<file path="src/rtl/boot_crc_pkg.sv">
package boot_crc_pkg;

  localparam logic [15:0] CRC_POLY = 16'h1021;
  localparam logic [15:0] CRC_SEED = 16'hFFFF;

  typedef enum logic [2:0] {
    ST_SCAN,
    ST_CHK_IMG,
    ST_NV_RD,
    ST_CHK_NV,
    ST_LOADER,
    ST_NV_WR,
    ST_START
  } seq_state_e;

  // One byte folded into the running CRC, MSB first.
  function automatic logic [15:0] crc16_step(input logic [15:0] crc_in,
                                             input logic [7:0]  din);
    logic [15:0] c;
    c = crc_in ^ {din, 8'h00};
    for (int b = 0; b < 8; b++) begin
      c = c[15] ? ((c << 1) ^ CRC_POLY) : (c << 1);
    end
    return c;
  endfunction

endpackage

</file>
<file path="src/rtl/bcs_crc16_acc.sv">
module bcs_crc16_acc
  import boot_crc_pkg::*;
(
  input  logic        clk,
  input  logic        rst_n,
  input  logic        en,
  input  logic [7:0]  din,
  output logic [15:0] crc
);

  always_ff @(posedge clk or negedge rst_n) begin
    if (!rst_n) begin
      crc <= CRC_SEED;
    end else if (en) begin
      crc <= crc16_step(crc, din);
    end
  end

endmodule

</file>
<file path="src/rtl/bcs_burst_reader.sv">
module bcs_burst_reader #(
  parameter int AW         = 16,
  parameter int BASE       = 0,
  parameter int COUNT      = 2,
  parameter bit AUTO_START = 1'b0,
  localparam int CW        = (COUNT > 1) ? $clog2(COUNT) : 1
) (
  input  logic          clk,
  input  logic          rst_n,
  input  logic          go,
  output logic          rd_en,
  output logic [AW-1:0] rd_addr,
  output logic          dv,
  output logic [CW-1:0] didx,
  output logic          last
);

  localparam logic [CW-1:0] LAST_IDX = CW'(COUNT - 1);
  localparam logic [AW-1:0] BASE_A   = AW'(BASE);

  logic          active;
  logic [CW-1:0] idx;
  logic          dv_q;
  logic [CW-1:0] didx_q;

  always_ff @(posedge clk or negedge rst_n) begin
    if (!rst_n) begin
      active <= AUTO_START;
      idx    <= '0;
    end else if (go) begin
      active <= 1'b1;
      idx    <= '0;
    end else if (active) begin
      if (idx == LAST_IDX) active <= 1'b0;
      idx <= idx + 1'b1;
    end
  end

  // Data returns one cycle after the request; tag it with its index.
  always_ff @(posedge clk or negedge rst_n) begin
    if (!rst_n) begin
      dv_q   <= 1'b0;
      didx_q <= '0;
    end else begin
      dv_q   <= active;
      didx_q <= idx;
    end
  end

  assign rd_en   = active;
  assign rd_addr = BASE_A + AW'(idx);
  assign dv      = dv_q;
  assign didx    = didx_q;
  assign last    = dv_q && (didx_q == LAST_IDX);


  burst_contig_chk: assert property (@(posedge clk) disable iff (!rst_n)
    (rd_en && idx != LAST_IDX && !go) |=> (rd_en && rd_addr == $past(rd_addr) + AW'(1)));

endmodule

</file>
<file path="src/rtl/bcs_recovery_timer.sv">
module bcs_recovery_timer #(
  parameter int TICK_DIV      = 50_000_000,
  parameter int TIMEOUT_TICKS = 30,
  localparam int PW           = (TICK_DIV > 1) ? $clog2(TICK_DIV) : 1,
  localparam int TW           = (TIMEOUT_TICKS > 1) ? $clog2(TIMEOUT_TICKS) : 1
) (
  input  logic clk,
  input  logic rst_n,
  input  logic en,
  output logic expired
);

  localparam logic [PW-1:0] PRE_TOP  = PW'(TICK_DIV - 1);
  localparam logic [TW-1:0] TICK_TOP = TW'(TIMEOUT_TICKS - 1);

  logic [PW-1:0] pre;
  logic [TW-1:0] ticks;

  always_ff @(posedge clk or negedge rst_n) begin
    if (!rst_n) begin
      pre   <= '0;
      ticks <= '0;
    end else if (!en) begin
      pre   <= '0;
      ticks <= '0;
    end else if (pre == PRE_TOP) begin
      pre   <= '0;
      ticks <= ticks + 1'b1;
    end else begin
      pre <= pre + 1'b1;
    end
  end

  assign expired = en && (pre == PRE_TOP) && (ticks == TICK_TOP);


  expire_from_zero_chk: assert property (@(posedge clk) disable iff (!rst_n)
    $rose(en) |-> (pre == '0 && ticks == '0));

endmodule

</file>
<file path="src/rtl/bcs_nv_writer.sv">
module bcs_nv_writer #(
  parameter int AW   = 10,
  parameter int BASE = 'h3FE
) (
  input  logic          clk,
  input  logic          rst_n,
  input  logic          go,
  input  logic [15:0]   value,
  output logic          wr_valid,
  output logic [AW-1:0] wr_addr,
  output logic [7:0]    wr_data,
  input  logic          wr_ready,
  output logic          finished
);

  localparam logic [AW-1:0] BASE_A = AW'(BASE);

  logic active;
  logic second;

  always_ff @(posedge clk or negedge rst_n) begin
    if (!rst_n) begin
      active <= 1'b0;
      second <= 1'b0;
    end else if (go) begin
      active <= 1'b1;
      second <= 1'b0;
    end else if (active && wr_ready) begin
      if (second) active <= 1'b0;
      second <= 1'b1;
    end
  end

  assign wr_valid = active;
  assign wr_addr  = BASE_A + AW'(second);
  assign wr_data  = second ? value[7:0] : value[15:8];
  assign finished = active && wr_ready && second;


  wr_hold_chk: assert property (@(posedge clk) disable iff (!rst_n)
    (wr_valid && !wr_ready) |=> (wr_valid && $stable(wr_addr) && $stable(wr_data)));

endmodule

</file>
<file path="src/rtl/boot_crc_seq.sv">
module boot_crc_seq
  import boot_crc_pkg::*;
#(
  parameter int PM_AW         = 16,
  parameter int IMG_FIRST     = 'h0800,
  parameter int IMG_LAST      = 'hFFFD,
  parameter int NV_AW         = 10,
  parameter int NV_CRC_ADDR   = 'h3FE,
  parameter int TICK_DIV      = 50_000_000,
  parameter int TIMEOUT_TICKS = 30
) (
  input  logic             clk,
  input  logic             rst_n,
  output logic             pm_rd_en,
  output logic [PM_AW-1:0] pm_addr,
  input  logic [7:0]       pm_rdata,
  output logic             nv_rd_en,
  output logic [NV_AW-1:0] nv_rd_addr,
  input  logic [7:0]       nv_rdata,
  output logic             nv_wr_valid,
  output logic [NV_AW-1:0] nv_wr_addr,
  output logic [7:0]       nv_wr_data,
  input  logic             nv_wr_ready,
  input  logic             ldr_activity,
  output logic             loader_mode,
  output logic             ind_a,
  output logic             ind_b,
  output logic             img_valid,
  output logic             start_app
);

  localparam int IMG_BYTES  = IMG_LAST - IMG_FIRST + 1;
  localparam int SCAN_BYTES = IMG_BYTES + 2;
  localparam int PM_CW      = (SCAN_BYTES > 1) ? $clog2(SCAN_BYTES) : 1;
  localparam logic [PM_CW-1:0] HI_IDX = PM_CW'(IMG_BYTES);
  localparam logic [PM_CW-1:0] LO_IDX = PM_CW'(IMG_BYTES + 1);

  seq_state_e state, state_d;

  logic             pm_dv, pm_last;
  logic [PM_CW-1:0] pm_didx;
  logic             nv_dv, nv_last, nv_go;
  logic [0:0]       nv_didx;
  logic [15:0]      crc, stored, nv_copy;
  logic             img_match, nv_match;
  logic             armed, tmr_en, tmr_expired;
  logic             wr_go, wr_finished;

  // Image plus stored checksum stream, starts straight out of reset.
  bcs_burst_reader #(
    .AW(PM_AW), .BASE(IMG_FIRST), .COUNT(SCAN_BYTES), .AUTO_START(1'b1)
  ) u_pm_rd (
    .clk(clk), .rst_n(rst_n), .go(1'b0),
    .rd_en(pm_rd_en), .rd_addr(pm_addr),
    .dv(pm_dv), .didx(pm_didx), .last(pm_last)
  );

  bcs_crc16_acc u_crc (
    .clk(clk), .rst_n(rst_n),
    .en(pm_dv && (pm_didx < HI_IDX)),
    .din(pm_rdata), .crc(crc)
  );

  always_ff @(posedge clk or negedge rst_n) begin
    if (!rst_n) begin
      stored <= '0;
    end else if (pm_dv) begin
      if (pm_didx == HI_IDX) stored[15:8] <= pm_rdata;
      if (pm_didx == LO_IDX) stored[7:0]  <= pm_rdata;
    end
  end

  // Nonvolatile copy fetch, launched on an image match.
  assign nv_go = (state == ST_CHK_IMG) && img_match;

  bcs_burst_reader #(
    .AW(NV_AW), .BASE(NV_CRC_ADDR), .COUNT(2), .AUTO_START(1'b0)
  ) u_nv_rd (
    .clk(clk), .rst_n(rst_n), .go(nv_go),
    .rd_en(nv_rd_en), .rd_addr(nv_rd_addr),
    .dv(nv_dv), .didx(nv_didx), .last(nv_last)
  );

  always_ff @(posedge clk or negedge rst_n) begin
    if (!rst_n) begin
      nv_copy <= '0;
    end else if (nv_dv) begin
      if (nv_didx == 1'b0) nv_copy[15:8] <= nv_rdata;
      else                 nv_copy[7:0]  <= nv_rdata;
    end
  end

  assign img_match = (crc == stored);
  assign nv_match  = (crc == nv_copy);

  // Recovery arming and timer.
  always_ff @(posedge clk or negedge rst_n) begin
    if (!rst_n) begin
      armed     <= 1'b1;
      img_valid <= 1'b0;
    end else begin
      if (state == ST_LOADER && ldr_activity) armed <= 1'b0;
      if (state == ST_CHK_IMG && img_match) img_valid <= 1'b1;
    end
  end

  assign tmr_en = (state == ST_LOADER) && img_valid && armed && !ldr_activity;

  bcs_recovery_timer #(
    .TICK_DIV(TICK_DIV), .TIMEOUT_TICKS(TIMEOUT_TICKS)
  ) u_tmr (
    .clk(clk), .rst_n(rst_n), .en(tmr_en), .expired(tmr_expired)
  );

  assign wr_go = (state == ST_LOADER) && tmr_expired;

  bcs_nv_writer #(
    .AW(NV_AW), .BASE(NV_CRC_ADDR)
  ) u_wr (
    .clk(clk), .rst_n(rst_n), .go(wr_go), .value(crc),
    .wr_valid(nv_wr_valid), .wr_addr(nv_wr_addr), .wr_data(nv_wr_data),
    .wr_ready(nv_wr_ready), .finished(wr_finished)
  );

  // Decision sequencer.
  always_comb begin
    state_d = state;
    unique case (state)
      ST_SCAN:    if (pm_last) state_d = ST_CHK_IMG;
      ST_CHK_IMG: state_d = img_match ? ST_NV_RD : ST_LOADER;
      ST_NV_RD:   if (nv_last) state_d = ST_CHK_NV;
      ST_CHK_NV:  state_d = nv_match ? ST_START : ST_LOADER;
      ST_LOADER:  if (tmr_expired) state_d = ST_NV_WR;
      ST_NV_WR:   if (wr_finished) state_d = ST_START;
      ST_START:   state_d = ST_START;
      default:    state_d = ST_SCAN;
    endcase
  end

  always_ff @(posedge clk or negedge rst_n) begin
    if (!rst_n) state <= ST_SCAN;
    else        state <= state_d;
  end

  assign loader_mode = (state == ST_LOADER) || (state == ST_NV_WR);
  assign ind_a       = loader_mode;
  assign ind_b       = loader_mode;
  assign start_app   = (state == ST_START);


  start_hold_chk: assert property (@(posedge clk) disable iff (!rst_n)
    start_app |=> start_app);


  start_needs_valid_chk: assert property (@(posedge clk) disable iff (!rst_n)
    start_app |-> img_valid);


  no_write_unless_valid_chk: assert property (@(posedge clk) disable iff (!rst_n)
    nv_wr_valid |-> img_valid);


  activity_blocks_write_chk: assert property (@(posedge clk) disable iff (!rst_n)
    (loader_mode && ldr_activity && !nv_wr_valid) |=> !nv_wr_valid);


  no_decision_while_scanning_chk: assert property (@(posedge clk) disable iff (!rst_n)
    pm_rd_en |-> (!loader_mode && !start_app && !img_valid));


  single_expiry_chk: assert property (@(posedge clk) disable iff (!rst_n)
    tmr_expired |=> !tmr_expired);

endmodule

</file>
<file path="config.mk">
export PLATFORM = sky130hd
export DESIGN_NAME = boot_crc_seq
export DESIGN_NICKNAME = d
export VERILOG_FILES = /design/src/rtl/boot_crc_pkg.sv /design/src/rtl/bcs_crc16_acc.sv /design/src/rtl/bcs_burst_reader.sv /design/src/rtl/bcs_recovery_timer.sv /design/src/rtl/bcs_nv_writer.sv /design/src/rtl/boot_crc_seq.sv
export SDC_FILE = /design/constraint.sdc
export NUM_CORES = 1
export LEC_CHECK = 0
export ABC_AREA = 1
export BUFFER_PORTS_ARGS = -buffer_cell sky130_fd_sc_hd__buf_4
export CORE_MARGIN = 4
export CORE_UTILIZATION = 25
export CTS_BUF_LIST = sky130_fd_sc_hd__clkbuf_8 sky130_fd_sc_hd__clkbuf_16
export DETAILED_ROUTE_END_ITERATION = 12
export PLACE_DENSITY = 0.48
export SYNTH_ARGS = -nofsm -noshare
export SYNTH_HDL_FRONTEND = slang
export SYNTH_SLANG_ARGS = --single-unit
</file>
<file path="constraint.sdc">
create_clock -name clk -period 3.94 [get_ports clk]
set_clock_uncertainty 0.05 [all_clocks]
set_input_delay 0.394 -clock clk [delete_from_list [all_inputs] [get_ports clk]]
set_output_delay 0.394 -clock clk [all_outputs]
set_load 0.01 [all_outputs]
</file>
==> results.sh, run 1 <==
export IMPL_status="completed"
export IMPL_wirelength_um=15000
export IMPL_reg2reg_slack_ps=2070
export IMPL_dieArea_um2=28600
export IMPL_die_y_um=169
export IMPL_grt_usage_pct=11.0
export IMPL_synth_seq_cells=124
export IMPL_firstDrtPassIters=5
export IMPL_critPathMaxFanout=11
export IMPL_dpl_hpwl_um=11100
export IMPL_holdWs_ps=35.0
export IMPL_vias_per_cell=4.11
export IMPL_synth_edff_count=0
export IMPL_io_pins=72
export IMPL_rr_worst_depth=6
export IMPL_synthFlopType="dfrtp_1"
export IMPL_start_kind="flop"
export IMPL_ctsHoldBuffers=0
export IMPL_post_cts_buffers=0
export IMPL_cts_root_buf="clkbuf_16"
export IMPL_synth_top_cell_by_area="dfrtp_1"
export IMPL_pwr_density_cell_nw_per_um2=384
export IMPL_cts_resized=0
export IMPL_cts_sinks=124
export IMPL_dp_cells=1129
export IMPL_cts_tree="done"
export IMPL_die_w_um=169
export IMPL_stdcell_count=1162
export IMPL_core_area_um2=25400
export IMPL_grt_pass1_vias=4816
export IMPL_finalSetupTns_ps=0
export IMPL_multiInputGateArea_um2=2690
export IMPL_final_area_um2=7620
export IMPL_ant_nets=0
export IMPL_clock_latency_ps=420
export IMPL_drv_cap=0
export IMPL_ys_seq_area_share_pct=48.1
export IMPL_path_class="reg2out"
export IMPL_hold_violations=0
export IMPL_synth_cell_type_count=41
export IMPL_async_flop_share_pct=100
export IMPL_regArea_um2=3130
export IMPL_timing_fmax_mhz=404
export IMPL_clockBufferDepth=2
export IMPL_grt_pass1_wl_um=25000
export IMPL_max_slew_margin_rel_pct=41.6
export IMPL_grt_overflow_total=0
export IMPL_htree_num_levels=4
export IMPL_avgSynthCellArea_um2=8.35
export IMPL_fin_ws_ps=1470
export IMPL_via_count=4771
export IMPL_synth_area_leaders="dfrtp_1, nand2_1, dfstp_2, o21ai_0, xor2_1"
export IMPL_ir_drop_v=0.000220
export IMPL_rsz0062_at_grt="false"
export IMPL_synthCells=778
export IMPL_layout_common_cells="nand2_1, dfrtp_1, inv_1"
export IMPL_clk_pin_slew_ps=60
export IMPL_cp_arrival_ps=2030
export IMPL_timing_rr_start="u_pm_rd.didx[13]"
export IMPL_max_slew_worst_pin_slew_ps=876
export IMPL_syn_to_final_growth_pct=17.4
export IMPL_yosysWarnings=0
export IMPL_final_nets=843
export IMPL_dpl_cell_area_um2=7050
export IMPL_numPortBuffers=53
export IMPL_finalSetupViolations=0
export IMPL_drive_gt1_share_pct=16.0
export IMPL_drc=0
export IMPL_final_common_cell="nand2_1"
export IMPL_cts_made_buffers=17
export IMPL_synth_top_cell_area_share_pct=40.8
export IMPL_grt_antenna_before_repair=0
export IMPL_drtIter0Drc=285
export IMPL_p_leak_nw=3.86
export IMPL_r2r_end="stored[11]"
export IMPL_critPathCaptureType="primary output"
export IMPL_place_gp_congestion=0.795
export IMPL_num_rows=58
export IMPL_worstPathRequired_ps=3500
export IMPL_grt_max_degree=66
export IMPL_slew_violations=0
export IMPL_min_period_over_period_pct=62.8
export IMPL_place_ws_ps=1900
export IMPL_post_drt_wl_per_cell_um=12.9
export IMPL_start_util_pct=25.6
export IMPL_nFillCells=2736
export IMPL_synth_area_um2=6500
export IMPL_period_minus_slack_ps=2470
export IMPL_min_path_type="in2async"
routing by layer:
| metal | vias up | global-route usage [%] | wire length [um] |
|---|---|---|---|
| met5 | - | 0 | 0 |
| met4 | 0 | 3.78 | 282 |
| met3 | 16 | 2.98 | 527 |
| met2 | 89 | 17.6 | 6890 |
| met1 | 2215 | 14.4 | 7310 |
| li1 | 2451 | - | - |
state kept, by name, summed over array words and instances, names as in the netlist, 3 cells and up:
| name | flops |
|---|---|
| u_tmr.pre | 26 |
| nv_copy | 16 |
| stored | 16 |
| u_crc.crc | 16 |
| u_pm_rd.didx | 16 |
| u_pm_rd.idx | 16 |
| u_tmr.ticks | 5 |
| state | 3 |
kinds of logic after synthesis:
group                    synth area share [%]
AND/OR/NAND/NOR                          21.6
AO/OA/AOI/OAI                            7.80
buffers and inverters                    11.4
other                                  0.0577
adder cells (fa/ha/maj)                 0.963
XOR/XNOR                                 10.0
flip-flops                               48.1
worst max-delay path by stage:
| stage | from | end | slack, ps | cells after the start |
|---|---|---|---|---|
| after floorplan | u_pm_rd.rd_en | u_pm_rd.idx[14] | 2210 | 7 |
| after global placement | u_wr.second | nv_wr_data[5] | 1920 | 3 |
| after detailed placement | u_wr.second | nv_wr_data[5] | 1900 | 3 |
| after CTS | u_wr.second | nv_wr_data[5] | 1440 | 3 |
| after global routing | u_wr.second | nv_wr_data[1] | 1420 | 3 |
| final | u_wr.second | nv_wr_data[1] | 1470 | 3 |
power by group:
group          leakage, nW  switching, mW  total (mW)  internal, mW
logic                 2.09         0.0705       0.107        0.0370
clock network        0.275          0.651        1.54         0.889
registers             1.49        0.00322        1.28          1.28
total                 3.86          0.725        2.93          2.20
critical path, cell delays in order, from the launching register on:
cell	delay [ps]
dfrtp_1	630
inv_1	320
o21ai_0	450
buf_4	210
synth_stat cells (2+ instances only):
cell and instances:
nand2_1 183, dfrtp_1 106, inv_1 97, o21ai_0 76
nor2_1 74, xor2_1 42, buf_4 36, nand3_1 25
xnor2_1 25, dfstp_2 18, a21oi_1 13, nor3_1 12
nand4_1 10, clkbuf_1 9, ha_1 5, inv_2 4
nor2_4 4, buf_2 3, clkbuf_2 3, nand2_2 3
nor2_2 3, xnor2_2 3, a31oi_1 2, buf_6 2
nor2_8 2, nor4_1 2, or2_2 2
final cells by class:
cell class                 count  area share (%)
sequential                   124            41.0
multi-input combinational    516            35.3
clock inverter                15            1.99
inverter                     102            5.05
antenna                        1          0.0328
timing repair buffer          57            5.61
clock buffer                  17            5.58
tap                          330            5.42
through the flow:
stage,power [mW],util [%]
floorplan,1.36,-
global placement,1.41,27.7
detailed placement,1.41,27.7
CTS,2.98,30.0
global route,3.06,30.0
finish,2.93,30.0
Power figures use the tool's default switching activity.
==> run 2: changes to the inputs <==
Settings changed: PLACE_DENSITY 0.48 to 0.49.
Clock period 3.94 ns to 2.2 ns, I/O delays scaled along.
==> run 2 against run 1 <==
Against the previous run:
- combinational power grew 85%
- sequential power grew 79%
- global-route usage shrank 0.29 points
- routed wire length shrank 3.7%
- register-to-register slack lost 1700 ps
- critical endpoint is now pm_addr[15]
- largest cell class unchanged
==> results.sh, run 2 (synthesis results as in run 1) <==
export IMPL_drtIter0Drc=338
export IMPL_num_rows=58
export IMPL_drc=0
export IMPL_regArea_um2=3130
export IMPL_grt_overflow_total=0
export IMPL_path_buf_inv=2
export IMPL_dpl_cell_area_um2=7090
export IMPL_fin_ws_ps=260
export IMPL_cts_made_buffers=17
export IMPL_start_kind="flop"
export IMPL_multiInputGateArea_um2=2690
export IMPL_antenna_cells=0
export IMPL_dpl_hpwl_um=10900
export IMPL_rsz0062_at_grt="false"
export IMPL_grt_antenna_before_repair=0
export IMPL_max_slew_margin_rel_pct=61.3
export IMPL_largest_register_ff_count=26
export IMPL_clk_pin_slew_ps=60
export IMPL_critPathCaptureType="primary output"
export IMPL_cts_root_buf="clkbuf_16"
export IMPL_numPortBuffers=53
export IMPL_die_y_um=169
export IMPL_syn_to_final_growth_pct=18.0
export IMPL_start_util_pct=25.6
export IMPL_cp_slowest_stage_delay_ps=440
export IMPL_max_slew_worst_pin_slew_ps=580
export IMPL_finalSetupViolations=0
export IMPL_crit_chain="ha_1 > inv_1 > nor3_1 > xor2_1 > buf_4"
export IMPL_ant_nets=0
export IMPL_clock_latency_ps=420
export IMPL_layout_common_cells="nand2_1, dfrtp_1, inv_1"
export IMPL_power_mw=5.15
export IMPL_die_w_um=169
export IMPL_place_gp_congestion=0.789
export IMPL_final_common_cell="nand2_1"
export IMPL_pwr_density_cell_nw_per_um2=671
export IMPL_htree_num_levels=4
export IMPL_hold_violations=0
export IMPL_final_area_um2=7670
export IMPL_rr_worst_depth=7
export IMPL_min_period_over_period_pct=88.2
export IMPL_crit_slowest_cell="dfrtp_1"
export IMPL_place_ws_ps=334
export IMPL_final_nets=847
export IMPL_io_pins=72
export IMPL_drive_gt1_share_pct=16.3
export IMPL_path_class="reg2out"
export IMPL_cts_sinks=124
export IMPL_crit_cells=5
export IMPL_largest_register="u_tmr.pre"
export IMPL_finalSetupTns_ps=0
export IMPL_worstPathRequired_ps=1930
export IMPL_min_path_cells=3
export IMPL_critPathMaxFanout=5
export IMPL_status="completed"
export IMPL_nFillCells=2688
export IMPL_post_drt_wl_per_cell_um=12.4
export IMPL_ir_drop_v=0.000506
export IMPL_grt_usage_pct=10.7
export IMPL_p_leak_nw=3.88
export IMPL_cts_tree="done"
export IMPL_drv_cap=0
export IMPL_cp_arrival_ps=1670
export IMPL_holdWs_ps=40.8
export IMPL_slew_violations=0
export IMPL_period_minus_slack_ps=1940
export IMPL_min_path_type="in2reg"
export IMPL_wirelength_um=14400
export IMPL_vias_per_cell=4.06
export IMPL_firstDrtPassIters=4
export IMPL_timing_fmax_mhz=515
export IMPL_grt_pass1_wl_um=24600
export IMPL_dieArea_um2=28600
export IMPL_cp_top_family="flip-flops"
export IMPL_grt_pass1_vias=4792
export IMPL_grt_max_degree=49
export IMPL_core_area_um2=25400
export IMPL_clockBufferDepth=2
export IMPL_via_count=4732
## run 2: changes by cell type in the layout (fill, tap and decap cells not counted)
cell	change
clkinv_2	+3
inv_8	-1
dlygate4sd3_1	+1
buf_4	+1
inv_6	-2
buf_12	+2
diode_2	-1
## run 2: timing repair
| item | in CTS | in global routing |
|---|---|---|
| buffers inserted | 0 | 0 |
| hold endpoints to repair | 38 | 0 |
| hold buffers | 1 | 0 |
| gates resized for setup | 0 | 0 |
## run 2: final cells by class
class | instances | share of cell area (%)
Sequential cell | 124 | 40.8
Multi-Input combinational cell | 516 | 35.1
Timing Repair Buffer | 61 | 6.33
Clock buffer | 17 | 5.55
Tap cell | 330 | 5.39
Inverter | 102 | 5.03
Clock inverter | 15 | 1.80
## run 2: where the power goes
group,switching [mW],internal (mW),leakage (nW)
Combinational,0.126,0.0722,2.11
Sequential,0.00221,2.29,1.49
Clock,1.09,1.57,0.271
## run 2: stage by stage
step                std cells  util (%)
global placement         1132      27.9
detailed placement       1132      27.9
global route             1165      30.2
finish                   1165      30.2
floorplan                 795         -
CTS                      1165      30.2
## run 2: worst paths after layout
path | slack, ps | start | end
max reg2reg | 350 | u_pm_rd.idx[0] | u_pm_rd.idx[14]
max in group asynchronous | 1080 | rst_n | u_pm_rd.rd_en
min in group asynchronous | 310 | rst_n | u_nv_rd.dv
min | 40 | nv_rdata[7] | nv_copy[7]
min reg2reg | 380 | u_pm_rd.idx[14] | u_pm_rd.didx[14]
max | 260 | u_pm_rd.idx[12] | pm_addr[15]
## run 2: metal layers
layer	part of all wire, %	vias to the layer above	GRT usage (%)
met5	0	-	0
met4	1.2	0	3.36
met3	4.3	12	2.89
met2	46	83	16.8
met1	48	2177	14.4
li1	-	2460	-
## run 2: worst min-delay path: stages
cell     delay (ps)
buf_4            70
inv_1            40
o21ai_0         130
